===== src/rtl/fp_relcmp_pkg.sv =====
package fp_relcmp_pkg;

    typedef enum logic [1:0] {
        REL_EQ    = 2'b00,
        REL_LT    = 2'b01,
        REL_GT    = 2'b10,
        REL_UNORD = 2'b11
    } rel_code_e;

    typedef struct packed {
        logic      vld;
        rel_code_e code;
        logic      inv;
    } cmp_state_t;

endpackage


===== src/rtl/fp_relcmp_classify.sv =====
module fp_relcmp_classify #(
    parameter int EXP_W  = 8,
    parameter int FRAC_W = 23,
    localparam int WORD_W = 1 + EXP_W + FRAC_W,
    localparam int MAG_W  = EXP_W + FRAC_W
) (
    input  logic [WORD_W-1:0] operand,
    output logic              sign,
    output logic [MAG_W-1:0]  mag,
    output logic              is_zero,
    output logic              is_nan,
    output logic              is_snan
);
    logic [EXP_W-1:0]  exp_f;
    logic [FRAC_W-1:0] frac_f;
    logic              exp_ones;

    always_comb begin
        sign     = operand[WORD_W-1];
        mag      = operand[MAG_W-1:0];
        exp_f    = operand[MAG_W-1:FRAC_W];
        frac_f   = operand[FRAC_W-1:0];
        exp_ones = &exp_f;
        is_zero  = (mag == '0);
        is_nan   = exp_ones && (frac_f != '0);
        is_snan  = is_nan && !frac_f[FRAC_W-1];
    end

endmodule


===== src/rtl/fp_relcmp_magcmp.sv =====
module fp_relcmp_magcmp #(
    parameter int MAG_W = 31
) (
    input  logic [MAG_W-1:0] mag_a,
    input  logic [MAG_W-1:0] mag_b,
    output logic             a_lt_b,
    output logic             a_eq_b
);
    always_comb begin
        a_lt_b = (mag_a < mag_b);
        a_eq_b = (mag_a == mag_b);
    end

endmodule


===== src/rtl/fp_relcmp.sv =====
module fp_relcmp
    import fp_relcmp_pkg::*;
#(
    parameter int EXP_W  = 8,
    parameter int FRAC_W = 23,
    localparam int WORD_W = 1 + EXP_W + FRAC_W,
    localparam int MAG_W  = EXP_W + FRAC_W
) (
    input  logic              clk,
    input  logic              rst_n,
    input  logic              in_valid,
    input  logic [WORD_W-1:0] op_a,
    input  logic [WORD_W-1:0] op_b,
    output logic              out_valid,
    output logic [1:0]        cond_code,
    output logic              invalid_op
);
    logic [WORD_W-1:0] opnd    [2];
    logic              sgn     [2];
    logic [MAG_W-1:0]  mag     [2];
    logic              zero_w  [2];
    logic              nan_w   [2];
    logic              snan_w  [2];
    logic              mag_lt, mag_eq;

    cmp_state_t st_d, st_q;

    assign opnd[0] = op_a;
    assign opnd[1] = op_b;

    for (genvar gi = 0; gi < 2; gi++) begin : g_cls
        fp_relcmp_classify #(.EXP_W(EXP_W), .FRAC_W(FRAC_W)) u_cls (
            .operand (opnd[gi]),
            .sign    (sgn[gi]),
            .mag     (mag[gi]),
            .is_zero (zero_w[gi]),
            .is_nan  (nan_w[gi]),
            .is_snan (snan_w[gi])
        );
    end

    fp_relcmp_magcmp #(.MAG_W(MAG_W)) u_mag (
        .mag_a  (mag[0]),
        .mag_b  (mag[1]),
        .a_lt_b (mag_lt),
        .a_eq_b (mag_eq)
    );

    always_comb begin
        st_d     = st_q;
        st_d.vld = in_valid;
        st_d.inv = 1'b0;
        if (in_valid) begin
            if (nan_w[0] || nan_w[1]) begin
                st_d.code = REL_UNORD;
                st_d.inv  = snan_w[0] || snan_w[1];
            end else if (zero_w[0] && zero_w[1]) begin
                st_d.code = REL_EQ;
            end else if (sgn[0] != sgn[1]) begin
                st_d.code = sgn[0] ? REL_LT : REL_GT;
            end else if (mag_eq) begin
                st_d.code = REL_EQ;
            end else if (mag_lt ^ sgn[0]) begin
                st_d.code = REL_LT;
            end else begin
                st_d.code = REL_GT;
            end
        end
    end

    always_ff @(posedge clk or negedge rst_n) begin
        if (!rst_n) begin
            st_q <= '{vld: 1'b0, code: REL_EQ, inv: 1'b0};
        end else begin
            st_q <= st_d;
        end
    end

    assign out_valid  = st_q.vld;
    assign cond_code  = st_q.code;
    assign invalid_op = st_q.inv;

    p_done_follows_req_r9: assert property (@(posedge clk) disable iff (!rst_n)
        in_valid |=> out_valid);
    p_no_stray_done_r9: assert property (@(posedge clk) disable iff (!rst_n)
        !in_valid |=> !out_valid);
    p_flag_only_on_done_r5: assert property (@(posedge clk) disable iff (!rst_n)
        invalid_op |-> out_valid);
    p_code_held_idle_r11: assert property (@(posedge clk) disable iff (!rst_n)
        !in_valid |=> $stable(cond_code));
    p_nan_gives_unord_r4: assert property (@(posedge clk) disable iff (!rst_n)
        (in_valid && (nan_w[0] || nan_w[1])) |=> (cond_code == REL_UNORD));
    p_snan_raises_flag_r5: assert property (@(posedge clk) disable iff (!rst_n)
        (in_valid && (snan_w[0] || snan_w[1])) |=> invalid_op);
    p_zeros_equal_r1: assert property (@(posedge clk) disable iff (!rst_n)
        (in_valid && zero_w[0] && zero_w[1]) |=> (cond_code == REL_EQ));

endmodule


===== config.mk =====
export PLATFORM = sky130hd
export DESIGN_NAME = fp_relcmp
export DESIGN_NICKNAME = d
export VERILOG_FILES = /design/src/rtl/fp_relcmp_pkg.sv /design/src/rtl/fp_relcmp_classify.sv /design/src/rtl/fp_relcmp_magcmp.sv /design/src/rtl/fp_relcmp.sv
export SDC_FILE = /design/constraint.sdc
export NUM_CORES = 1
export LEC_CHECK = 0
export BUFFER_PORTS_ARGS = -buffer_cell sky130_fd_sc_hd__buf_2
export CORE_ASPECT_RATIO = 1.4
export CORE_MARGIN = 2
export CORE_UTILIZATION = 40
export CTS_CLUSTER_SIZE = 14
export DETAILED_ROUTE_END_ITERATION = 7
export PLACE_DENSITY_LB_ADDON = 0.08
export SLEW_MARGIN = 25
export SYNTH_ARGS = -nofsm -noshare
export SYNTH_HDL_FRONTEND = slang
export SYNTH_HIERARCHICAL = 1
export SYNTH_SLANG_ARGS = --single-unit

===== constraint.sdc =====
create_clock -name clk -period 0.8 [get_ports clk]
set_clock_uncertainty 0.05 [all_clocks]
set_input_delay 0.08 -clock clk [delete_from_list [all_inputs] [get_ports clk]]
set_output_delay 0.08 -clock clk [all_outputs]
set_load 0.005 [all_outputs]

==> summary.md, run 1 <==
| Metric | Value |
|---|---|
| Clock root buffer | `clkbuf_8` |
| TNS Setup | `-2.07 ns` |
| DRT iter0 DRCs | `38` |
| GPL Wtd Cong | `0.829` |
| Initial antenna violation count | `0` |
| Antenna-violating nets left | `0` |
| Met3 wire len | `227 µm` |
| Number of global-route vias before repair | `1595` |
| Simple-Gate Fraction of Synth Area | `23.3%` |
| Worst-Skew Late Latency | `0.22 ns` |
| Synth area leader | `buf_4` |
| Diode count | `0` |
| Crit path DAT | `1.66 ns` |
| Nets@finish | `381` |
| Share of cells above drive strength 1 | `60.1%` |
| Synthesized Nets | `325` |
| Top FF cell, synth | `dfrtp_1` |
| Filler cells | `409` |
| Synth Area in Compound Gates | `12.1%` |
| Gr ovfl total | `0` |
| Hold Startpoint | `in_valid` |
| Wire length on met2 | `2.16 mm` |
| DP HPWL | `3.51 mm` |
| Syn Std Cell Area | `0.00168 mm²` |
| Fmax achieved | `634 MHz` |
| Slew margin rel. | `79.2%` |
| Number of CTS-inserted buffers | `3` |
| Post-synth EDFFs | `0` |
| Max-cap violations | `0` |
| Min Hold Slack | `0.0723 ns` |
| Finished Layout Cells | `324` |
| Drt first pass iters | `6` |
| Worst R2R Start | `cond_code[1]` |
| HP Class | `in2reg` |
| Reg area | `100 µm²` |
| Tcrit/Tclk final | `197%` |
| Die area | `0.00474 mm²` |
| Final-report hold violation count | `0` |
| Total placed cells including tap cells | `313` |
| Count of cell types in the netlist | `32` |
| Synth Area in Adders | `23.1%` |
| Synth Area per Inst | `7.40 µm²` |
| CTS Buffer Depth | `2` |
| M1 wire length | `1.49 mm` |
| Die W | `58.8 µm` |
| CP startpoint | `op_a[14]` |
| Yosys top cell area share | `28.6%` |
| Largest cells by area after synthesis | `buf_4 (29%), ha_1 (23%), inv_1 (6.9%)` |
| Largest family of logic cells by synthesized area | `buffers and inverters` |
| Final setup margin | `-0.776 ns` |
| Ys Warns | `6` |
| Post-synthesis register bit count | `4` |
| Fin crit period | `1.58 ns` |
| Slew at the pin closest to its max-slew limit | `0.309 ns` |
| Number of port buffers | `70` |
| Leakage | `1.17 nW` |
| CTS sink cnt | `4` |
| Top sig layer | `met4` |
| DP Worst Slack | `-1.08 ns` |
| Pwr per Cell Area | `727 mW/mm²` |
| CP required | `0.89 ns` |
| Crit end category | `flop` |
| Starting Density | `42.1%` |
| I/O Pins | `71` |
| Clock Pin Slew Worst Setup and Hold Paths | `0.03 ns` |
| Async set or reset register ratio after synthesis | `100%` |
| GRT Overall Usage | `16.5%` |
| Largest net degree at the start of global routing | `7` |
| Unrepaired setup endpoints after global routing | `true` |
| Max-slew violation count | `0` |
| Die height | `80.7 µm` |
| Number of cell rows | `27` |
| Final wirelength | `3.98 mm` |
| Mux contribution to synthesized area | `0%` |
| Core area | `0.00399 mm²` |
| First-pass GRT wire length | `6.16 mm` |
| Post-Synth XOR/XNOR Area | `0%` |
| Area of the multi-input gates | `0.00124 mm²` |
| Detailed-route via count | `1619` |
| Via/cell ratio | `5.00` |
| Failing checks | `DRC, setup timing` |
| CTS HTree Levels | `1` |
| # setup viols final | `7` |
| Sequential-to-total area share from yosys stat | `5.96%` |
| Area Overhead vs Synth | `39.6%` |
| Max VDD drop | `434 µV` |
| DRC | `5` |
| Average wire per standard cell | `12.3 µm` |
| Synth Instances | `227` |
| CTS tree | `built` |
| Max Fanout on Critical Path | `2` |
| WS Path Type | `in2reg` |
| Outcome | `complete, but fails checks` |
| Crit start category | `input port` |
## metal layers
layer  GRT usage [%]  vias up
li1                -      838
met1            17.4      719
met2            32.7       53
met3            1.77        9
met4            4.77        0
met5               0        -
## cells in the final DEF (no fill, tap or decap), types with 3 or more instances in the layout
cell      netlist  layout
inv_2           0       8
ha_4            0      14
ha_1           31      17
inv_1          31      21
nand4_1         6       6
o21ai_1         3       5
a21oi_1        15       6
nor4_1         10       8
nand2_1        11      10
buf_2           0      57
clkbuf_8        0       3
a21oi_2         1      10
nand3_1         3       3
buf_4          64      42
dfrtp_1         4       4
buf_6           0      12
and4_1          6       5
or4_4           4       4
nor2_1          9       8
## worst max-delay path: stages
cell and delay (ns):
buf_2 0.12, ha_4 0.26, nand4_1 0.14, buf_4 0.18, buf_4 0.12, o211ai_1 0.20, a21oi_2 0.09, nand2b_4 0.15
a21oi_2 0.10, o21ai_1 0.07, a31oi_1 0.15
## logic make-up after synthesis
| logic type | after synthesis |
|---|---|
| buf+inv | 95 |
| fa+ha+maj | 31 |
| flops | 4 |
| compound gates | 33 |
| simple gates | 64 |
## metrics by stage
step / total power [W] / cell area [µm²] / utilization [%]
final: 0.00170 / 2340 / 58.8
after detailed placement: 0.00109 / 1980 / 49.7
after floorplan: 0.000848 / 1790 / -
after CTS: 0.00159 / 2150 / 54.0
after global placement: 0.00109 / 1980 / 49.7
after global routing: 0.00186 / 2340 / 58.8
## path summary, 6_finish.rpt
check | depth (start not counted) | to | slack (ns)
worst max-delay path | 11 | cond_code[0] | -0.78
worst min-delay path | 2 | cond_code[0] | 0.07
worst max register to register | 3 | cond_code[1] | 0
worst min register to register | 3 | cond_code[0] | 0.57
max in group asynchronous | 2 | cond_code[1] | 0.44
min in group asynchronous | 2 | invalid_op | 0.15
## sequential cells by signal, indices dropped and copies added (netlist names)
signal and cells:
cond_code 2, out_valid 1, invalid_op 1
## repair_timing
item                       CTS  global route
hold endpoints to repair     5             0
hold buffers                 2             0
setup endpoints to repair    7             7
setup buffers                4             2
pin swaps                   17            17
resized for setup           20            35
## synth_stat cells (3+ instances only)
master and count:
nand2_1 11, and4_1 6, nor2_1 9, nor3_1 3
inv_1 31, ha_1 31, dfrtp_1 4, or4_4 4
o21ai_1 3, a211oi_1 3, buf_4 64, a21oi_1 15
nand4_1 6, nor4_1 10, o21ai_0 4, nand3_1 3
## where the power goes
group / internal, W / switching [W] / total, W / leakage (nW)
sequential: 0.000220 / 0.00000643 / 0.000227 / 0.0470
clock: 0.000320 / 0.0000995 / 0.000420 / 0.0216
combinational: 0.000604 / 0.000453 / 0.00106 / 1.10
## area by class of cell
class | count | area share [%]
inverter | 31 | 5.18
clock buffer | 3 | 1.76
timing repair buffer | 115 | 33.5
sequential | 4 | 4.27
multi-input combinational | 128 | 53.0
tap | 43 | 2.30
(Power assumes the default switching activity.)
==> run 2: changes to the inputs <==
--- a/config.mk
+++ b/config.mk
@@ -5,6 +5,7 @@
 export SDC_FILE = /design/constraint.sdc
 export NUM_CORES = 1
 export LEC_CHECK = 0
+export ABC_AREA = 1
 export BUFFER_PORTS_ARGS = -buffer_cell sky130_fd_sc_hd__buf_2
 export CORE_ASPECT_RATIO = 1.4
 export CORE_MARGIN = 2
==> summary.md, run 2 <==
| Metric | Value |
|---|---|
| Core area | `0.00450 mm² (was 0.00399 mm²)` |
| GRT Overall Usage | `16.6% (was 16.5%)` |
| Worst R2R Start | `cond_code[0] (was cond_code[1])` |
| Busiest grt layer | `met2 (unchanged)` |
| Crit start category | `input port (unchanged)` |
| Reg2Reg Setup Slack | `0.02 ns (was 0 ns)` |
| GR Util met2 | `34.1% (was 32.7%)` |
| Leakage | `1.34 nW (was 1.17 nW)` |
| Total placed cells including tap cells | `403 (was 313)` |
| Number of CTS-inserted buffers | `3 (unchanged)` |
| Die area | `0.00519 mm² (was 0.00474 mm²)` |
| HP Class | `in2reg (unchanged)` |
| Async set or reset register ratio after synthesis | `100% (unchanged)` |
| Synth Instances | `309 (was 227)` |
| Synthesized Nets | `407 (was 325)` |
| Worst Hold Path EP | `invalid_op (was cond_code[0])` |
| Post-synthesis register bit count | `4 (unchanged)` |
| Fin crit period | `1.36 ns (was 1.58 ns)` |
| Unrepaired setup endpoints after global routing | `true (unchanged)` |
| Pwr per Cell Area | `713 mW/mm² (was 727 mW/mm²)` |
| CTS sink cnt | `4 (unchanged)` |
| Sequential-to-total area share from yosys stat | `5.42% (was 5.96%)` |
| Antenna-violating nets left | `0 (unchanged)` |
| Met1 usage | `16.9% (was 17.4%)` |
| Most common cell after layout, fill and taps aside | `nand2_1 (was buf_2)` |
| Clock root buffer | `clkbuf_8 (unchanged)` |
| Yosys top cell area share | `26.0% (was 28.6%)` |
| Largest cells by area after synthesis | `buf_4 (26%), ha_1 (21%), nand2_1 (15%) (was buf_4 (29%), ha_1 (23%), inv_1 (6.9%))` |
| Max-slew violation count | `0 (unchanged)` |
| Post-synth EDFFs | `0 (unchanged)` |
| Average wire per standard cell | `10.5 µm (was 12.3 µm)` |
| Tot Pwr | `0.00195 W (was 0.00170 W)` |
| CTS HTree Levels | `1 (unchanged)` |
| CTS Buffer Depth | `2 (unchanged)` |
| Count of cell types in the netlist | `19 (was 32)` |
| Fmax achieved | `733 MHz (was 634 MHz)` |
| Largest net degree at the start of global routing | `6 (was 7)` |
| Worst r2r path cells | `2 (was 3)` |
| Crit path DAT | `1.41 ns (was 1.66 ns)` |
| Drt first pass iters | `4 (was 6)` |
| Grt met3 use | `1.08% (was 1.77%)` |
| WS Path Type | `in2reg (unchanged)` |
| Most frequent cells after synthesis | `nand2_1 (73), buf_4 (64), inv_1 (52) (was buf_4 (64), ha_1 (31), inv_1 (31))` |
| Ys Warns | `6 (unchanged)` |
| DRC | `0 (was 5)` |
| Final Util | `60.8% (was 58.8%)` |
| Number of global-route vias before repair | `1900 (was 1595)` |
| Die W | `61.4 µm (was 58.8 µm)` |
| Filler cells | `459 (was 409)` |
| CP startpoint | `op_b[28] (was op_a[14])` |
| Diode count | `0 (unchanged)` |
| I/O Pins | `71 (unchanged)` |
| CP required | `0.85 ns (was 0.89 ns)` |
| Share of cells above drive strength 1 | `59.6% (was 60.1%)` |
| Number of port buffers | `70 (unchanged)` |
| Final setup margin | `-0.564 ns (was -0.776 ns)` |
| Number of cell rows | `29 (was 27)` |
| Max VDD drop | `895 µV (was 434 µV)` |
| Max-cap violations | `0 (unchanged)` |
| Commonest non-fill, non-tap cells in the layout | `nand2_1 (59), buf_2 (47), buf_4 (32) (was buf_2 (57), buf_4 (42), inv_1 (21))` |
| DP HPWL | `3.55 mm (was 3.51 mm)` |
| Nets@finish | `449 (was 381)` |
| Synth area leader | `buf_4 (unchanged)` |
| Failing checks | `setup timing (was DRC, setup timing)` |
| Crit end category | `flop (unchanged)` |
| Tcrit/Tclk final | `171% (was 197%)` |
| Slew margin rel. | `75.9% (was 79.2%)` |
| Final wirelength | `4.31 mm (was 3.98 mm)` |
| Syn Std Cell Area | `0.00185 mm² (was 0.00168 mm²)` |
| Max Fanout on Critical Path | `3 (was 2)` |
| TNS Setup | `-1.46 ns (was -2.07 ns)` |
| Finished Layout Cells | `411 (was 324)` |
| Top FF cell, synth | `dfrtp_1 (unchanged)` |
| Slew at the pin closest to its max-slew limit | `0.358 ns (was 0.309 ns)` |
| Most numerous cell in the Yosys netlist | `nand2_1 (was buf_4)` |
| Worst reg2reg path endpoint | `cond_code[0] (was cond_code[1])` |
| Max reg flops | `2 (unchanged)` |
| Hold path cells | `3 (was 2)` |
| Via/cell ratio | `4.46 (was 5.00)` |
| Detailed-route via count | `1834 (was 1619)` |
| Outcome | `complete, but fails checks (unchanged)` |
| Die height | `84.4 µm (was 80.7 µm)` |
| # setup viols final | `7 (unchanged)` |
| GPL Wtd Cong | `0.790 (was 0.829)` |
| Synth Area per Inst | `5.98 µm² (was 7.40 µm²)` |
| Final-report hold violation count | `0 (unchanged)` |
| Starting Density | `41.1% (was 42.1%)` |
| Worst-Skew Late Latency | `0.21 ns (was 0.22 ns)` |
| Clock Pin Slew Worst Setup and Hold Paths | `0.03 ns (about the same)` |
| DRT iter0 DRCs | `33 (was 38)` |
| CTS tree | `built (unchanged)` |
| Area Overhead vs Synth | `48.0% (was 39.6%)` |
| Hold Startpoint | `op_b[22] (was in_valid)` |
| First-pass GRT wire length | `6.94 mm (was 6.16 mm)` |
| Initial antenna violation count | `0 (unchanged)` |
| Gr ovfl total | `0 (unchanged)` |
-- run 2: changes by cell type in the layout (fill, tap and decap cells not counted), sizes merged, moves of 3 or more --
cell,previous run,this run
o21ai,7,1
a211oi,3,0
nand2,12,73
inv,31,53
nand3,3,6
buf,113,99
or4,4,0
and4,6,0
nor4,10,4
nor2,11,45
-- run 2: cell type report --
cell class / count / area (µm²) / share of cell area, %
Timing Repair Buffer: 101 / 724 / 26.5
Clock buffer: 3 / 41.3 / 1.51
Multi-Input combinational cell: 188 / 1570 / 57.4
Tap cell: 62 / 77.6 / 2.84
Sequential cell: 4 / 100 / 3.66
Inverter: 53 / 221 / 8.10
-- run 2: cells by family after synthesis --
group           share of synthesized area, %
flops                                   5.42
fa+ha+maj                               21.0
compound gates                          5.89
simple gates                            30.9
buf+inv                                 36.8
-- run 2: worst max path at each step --
stage               slack [ns]      endpoint  cells past startpoint
finish                   -0.56  cond_code[0]                     15
global route             -0.67  cond_code[0]                     17
CTS                      -0.56  cond_code[0]                     14
detailed placement       -0.83  cond_code[0]                     17
global placement         -0.83  cond_code[0]                     17
floorplan                -0.65  cond_code[0]                     17
-- run 2: power by group --
part	switching, W	internal (W)
Clock	0.0000979	0.000320
Sequential	0.00000903	0.000221
Combinational	0.000612	0.000690
-- run 2: repair_timing --
action,CTS,global route
setup endpoints to repair,7,7
hold buffers,2,0
setup buffers,3,0
resized for setup,68,36
endpoints found under the hold margin,5,0
pin swaps,62,26
-- run 2: critical path, cell delays in order --
cell	delay, ns
buf_2	0.11
inv_2	0.07
ha_4	0.21
a21oi_2	0.12
o21ai_1	0.09
nor2_1	0.14
nand2_2	0.09
a21oi_4	0.14
inv_2	0.05
nand2_1	0.05
nand2_1	0.05
nand2_1	0.05
nand2_1	0.05
nand2_1	0.06
nand2_1	0.05
-- run 2: metrics by stage --
step	hold WS (ns)	instance area, µm²	setup WS [ns]
6_report	0.137	2740	-0.564
5_1_grt	0.150	2740	-0.674
4_1_cts	0.145	2620	-0.560
3_5_place_dp	-0.161	2260	-0.833
3_3_place_gp	-0.160	2260	-0.825
2_1_floorplan	-0.266	2130	-0.647
-- run 2: per-layer routing --
layer / part of all wire [%] / vias up / wire length [µm]
met5: 0 / - / 0
met3: 3.1 / 4 / 133
li1: - / 971 / -
met4: 0.77 / 0 / 33
met1: 39 / 818 / 1670
met2: 57 / 41 / 2470
==> run 3: changes to the inputs <==
==> constraint.sdc (replaced) <==
create_clock -name clk -period 1.1 [get_ports clk]
set_clock_uncertainty 0.05 [all_clocks]
set_input_delay 0.11 -clock clk [delete_from_list [all_inputs] [get_ports clk]]
set_output_delay 0.11 -clock clk [all_outputs]
set_load 0.005 [all_outputs]
==> summary.md, run 3 (synthesis gave the netlist of run 2 again) <==
| Metric | Value |
|---|---|
| Outcome | `complete, but fails checks (unchanged)` |
| Failing checks | `setup timing (unchanged)` |
| # setup viols final | `3 (was 7)` |
| Max reg flops | `2 (unchanged)` |
| Crit start category | `input port (unchanged)` |
| Most common cell after layout, fill and taps aside | `nand2_1 (unchanged)` |
| CP startpoint | `op_b[2] (was op_b[28])` |
| Tcrit/Tclk final | `125%` |
| Slew at the pin closest to its max-slew limit | `0.381 ns (was 0.358 ns)` |
| Fmax achieved | `726 MHz` |
| Tot Pwr | `0.00140 W (was 0.00195 W)` |
| Worst R2R Start | `cond_code[0] (unchanged)` |
| Die area | `0.00519 mm² (unchanged)` |
| Initial antenna violation count | `0 (unchanged)` |
| Area Overhead vs Synth | `45.3% (was 48.0%)` |
| CTS sink cnt | `4 (unchanged)` |
| Largest net degree at the start of global routing | `6 (unchanged)` |
| Clock Pin Slew Worst Setup and Hold Paths | `0.03 ns (about the same)` |
| Final Cell Area | `0.00269 mm² (was 0.00274 mm²)` |
| DRT iter0 DRCs | `27 (was 33)` |
| HP Class | `in2async (was in2reg)` |
| Crit path DAT | `1.42 ns (was 1.41 ns)` |
| Final Util | `59.7% (was 60.8%)` |
| Average wire per standard cell | `10.2 µm (was 10.5 µm)` |
| WS Path Type | `in2reg (unchanged)` |
| DRC | `0 (unchanged)` |
| Final wirelength | `4.20 mm (was 4.31 mm)` |
| GRT Overall Usage | `17.1% (was 16.6%)` |
| Max-slew violation count | `0 (unchanged)` |
| Slew margin rel. | `74.4% (was 75.9%)` |
| Max VDD drop | `820 µV (was 895 µV)` |
| CP required | `1.14 ns (was 0.85 ns)` |
| Fin crit period | `1.38 ns` |
| Leakage | `1.34 nW (about the same)` |
| CTS HTree Levels | `1 (unchanged)` |
| Unrepaired setup endpoints after global routing | `true (unchanged)` |
| Core area | `0.00450 mm² (unchanged)` |
| Final-report hold violation count | `0 (unchanged)` |
| Number of port buffers | `70 (unchanged)` |
| Crit end category | `flop (unchanged)` |
| Gr ovfl total | `0 (unchanged)` |
| Share of cells above drive strength 1 | `57.3% (was 59.6%)` |
| DP HPWL | `3.68 mm (was 3.55 mm)` |
| Via/cell ratio | `4.45 (was 4.46)` |
| Diode count | `0 (unchanged)` |
| First-pass GRT wire length | `6.87 mm (was 6.94 mm)` |
| CTS tree | `built (unchanged)` |
| Clock root buffer | `clkbuf_8 (unchanged)` |
| Number of CTS-inserted buffers | `3 (unchanged)` |
| Cell area after placement | `0.00222 mm² (was 0.00226 mm²)` |
| Starting Density | `41.1% (unchanged)` |
| GPL Wtd Cong | `0.769 (was 0.790)` |
| Number of cell rows | `29 (unchanged)` |
| Nets@finish | `449 (unchanged)` |
| Max Fanout on Critical Path | `3 (unchanged)` |
| Die W | `61.4 µm (unchanged)` |
| Drt first pass iters | `4 (unchanged)` |
| Max-cap violations | `0 (unchanged)` |
| Detailed-route via count | `1828 (was 1834)` |
| Filler cells | `487 (was 459)` |
| Pwr per Cell Area | `520 mW/mm² (was 713 mW/mm²)` |
| Worst-Skew Late Latency | `0.21 ns (about the same)` |
| Number of global-route vias before repair | `1786 (was 1900)` |
| I/O Pins | `71 (unchanged)` |
| Antenna-violating nets left | `0 (unchanged)` |
| Commonest non-fill, non-tap cells in the layout | `nand2_1 (51), buf_2 (47), buf_4 (33) (was nand2_1 (59), buf_2 (47), buf_4 (32))` |
| Final setup margin | `-0.278 ns (was -0.564 ns)` |
| Die height | `84.4 µm (unchanged)` |
| CTS Buffer Depth | `2 (unchanged)` |
[run 3: changes by cell type in the layout (fill, tap and decap cells not counted), moves of 2 or more]
cell and change:
nor2_2 -5, nor2_1 +9, buf_6 -2, inv_2 -2, nor2_4 -4, inv_1 +3, a21oi_1 +3, a21oi_2 -2
nand2_2 +8, nand2_1 -8
[run 3: layout make-up]
| cell class | instances | area, µm² | share of cell area (%) |
|---|---|---|---|
| Inverter | 53 | 219 | 8.15 |
| Timing Repair Buffer | 101 | 724 | 27.0 |
| Multi-Input combinational cell | 188 | 1520 | 56.7 |
| Tap cell | 62 | 77.6 | 2.89 |
| Sequential cell | 4 | 100 | 3.73 |
| Clock buffer | 3 | 41.3 | 1.54 |
[run 3: power by group]
| part | leakage, nW | internal, W | switching [W] |
|---|---|---|---|
| Combinational | 1.27 | 0.000494 | 0.000429 |
| Clock | 0.0216 | 0.000233 | 0.0000747 |
| Sequential | 0.0500 | 0.000160 | 0.00000586 |
| Total | 1.34 | 0.000887 | 0.000510 |
[run 3: repair_timing]
item                                    4_1_cts  5_1_grt
gates resized for setup                      63       37
setup buffers                                 3        1
hold buffers                                  2        0
gates cloned                                  0        0
endpoints found under the hold margin         5        0
endpoints found under the setup margin        3        3
pin swaps                                    48       31
[run 3: final timing paths]
check | to | cells after the start | slack, ns
worst min register to register | cond_code[0] | 2 | 0.45
worst max register to register | cond_code[0] | 2 | 0.35
worst max-delay path | cond_code[0] | 17 | -0.28
max in group asynchronous | out_valid | 2 | 0.69
worst min-delay path | invalid_op | 2 | 0.19
min in group clk | cond_code[1] | 5 | 0.19
[run 3: metal layers]
metal  track usage [%]  share of wire, %
met2              33.5                56
met4              4.06              0.19
met1              17.9                39
met3              2.47               4.6
met5                 0                 0
[run 3: critical path: stages]
cell	delay, ns
buf_2	0.12
inv_2	0.06
ha_4	0.19
a21oi_1	0.11
nand2_1	0.06
nand2_1	0.05
nand2_1	0.04
nand2_1	0.06
nand2_2	0.07
a21oi_2	0.17
inv_1	0.07
nand2_1	0.05
nand2_1	0.05
nand2_1	0.05
nand2_1	0.05
nand2_1	0.05
nand2_1	0.05
[run 3: through the flow]
step	hold slack, ns	setup TNS [ns]	std cells	setup slack (ns)
2_1_floorplan	-0.236	-0.750	309	-0.377
3_3_place_gp	-0.131	-1.41	402	-0.559
3_5_place_dp	-0.130	-1.46	402	-0.586
4_1_cts	0.171	-0.571	410	-0.286
5_1_grt	0.184	-0.946	411	-0.455
6_report	0.186	-0.561	411	-0.278
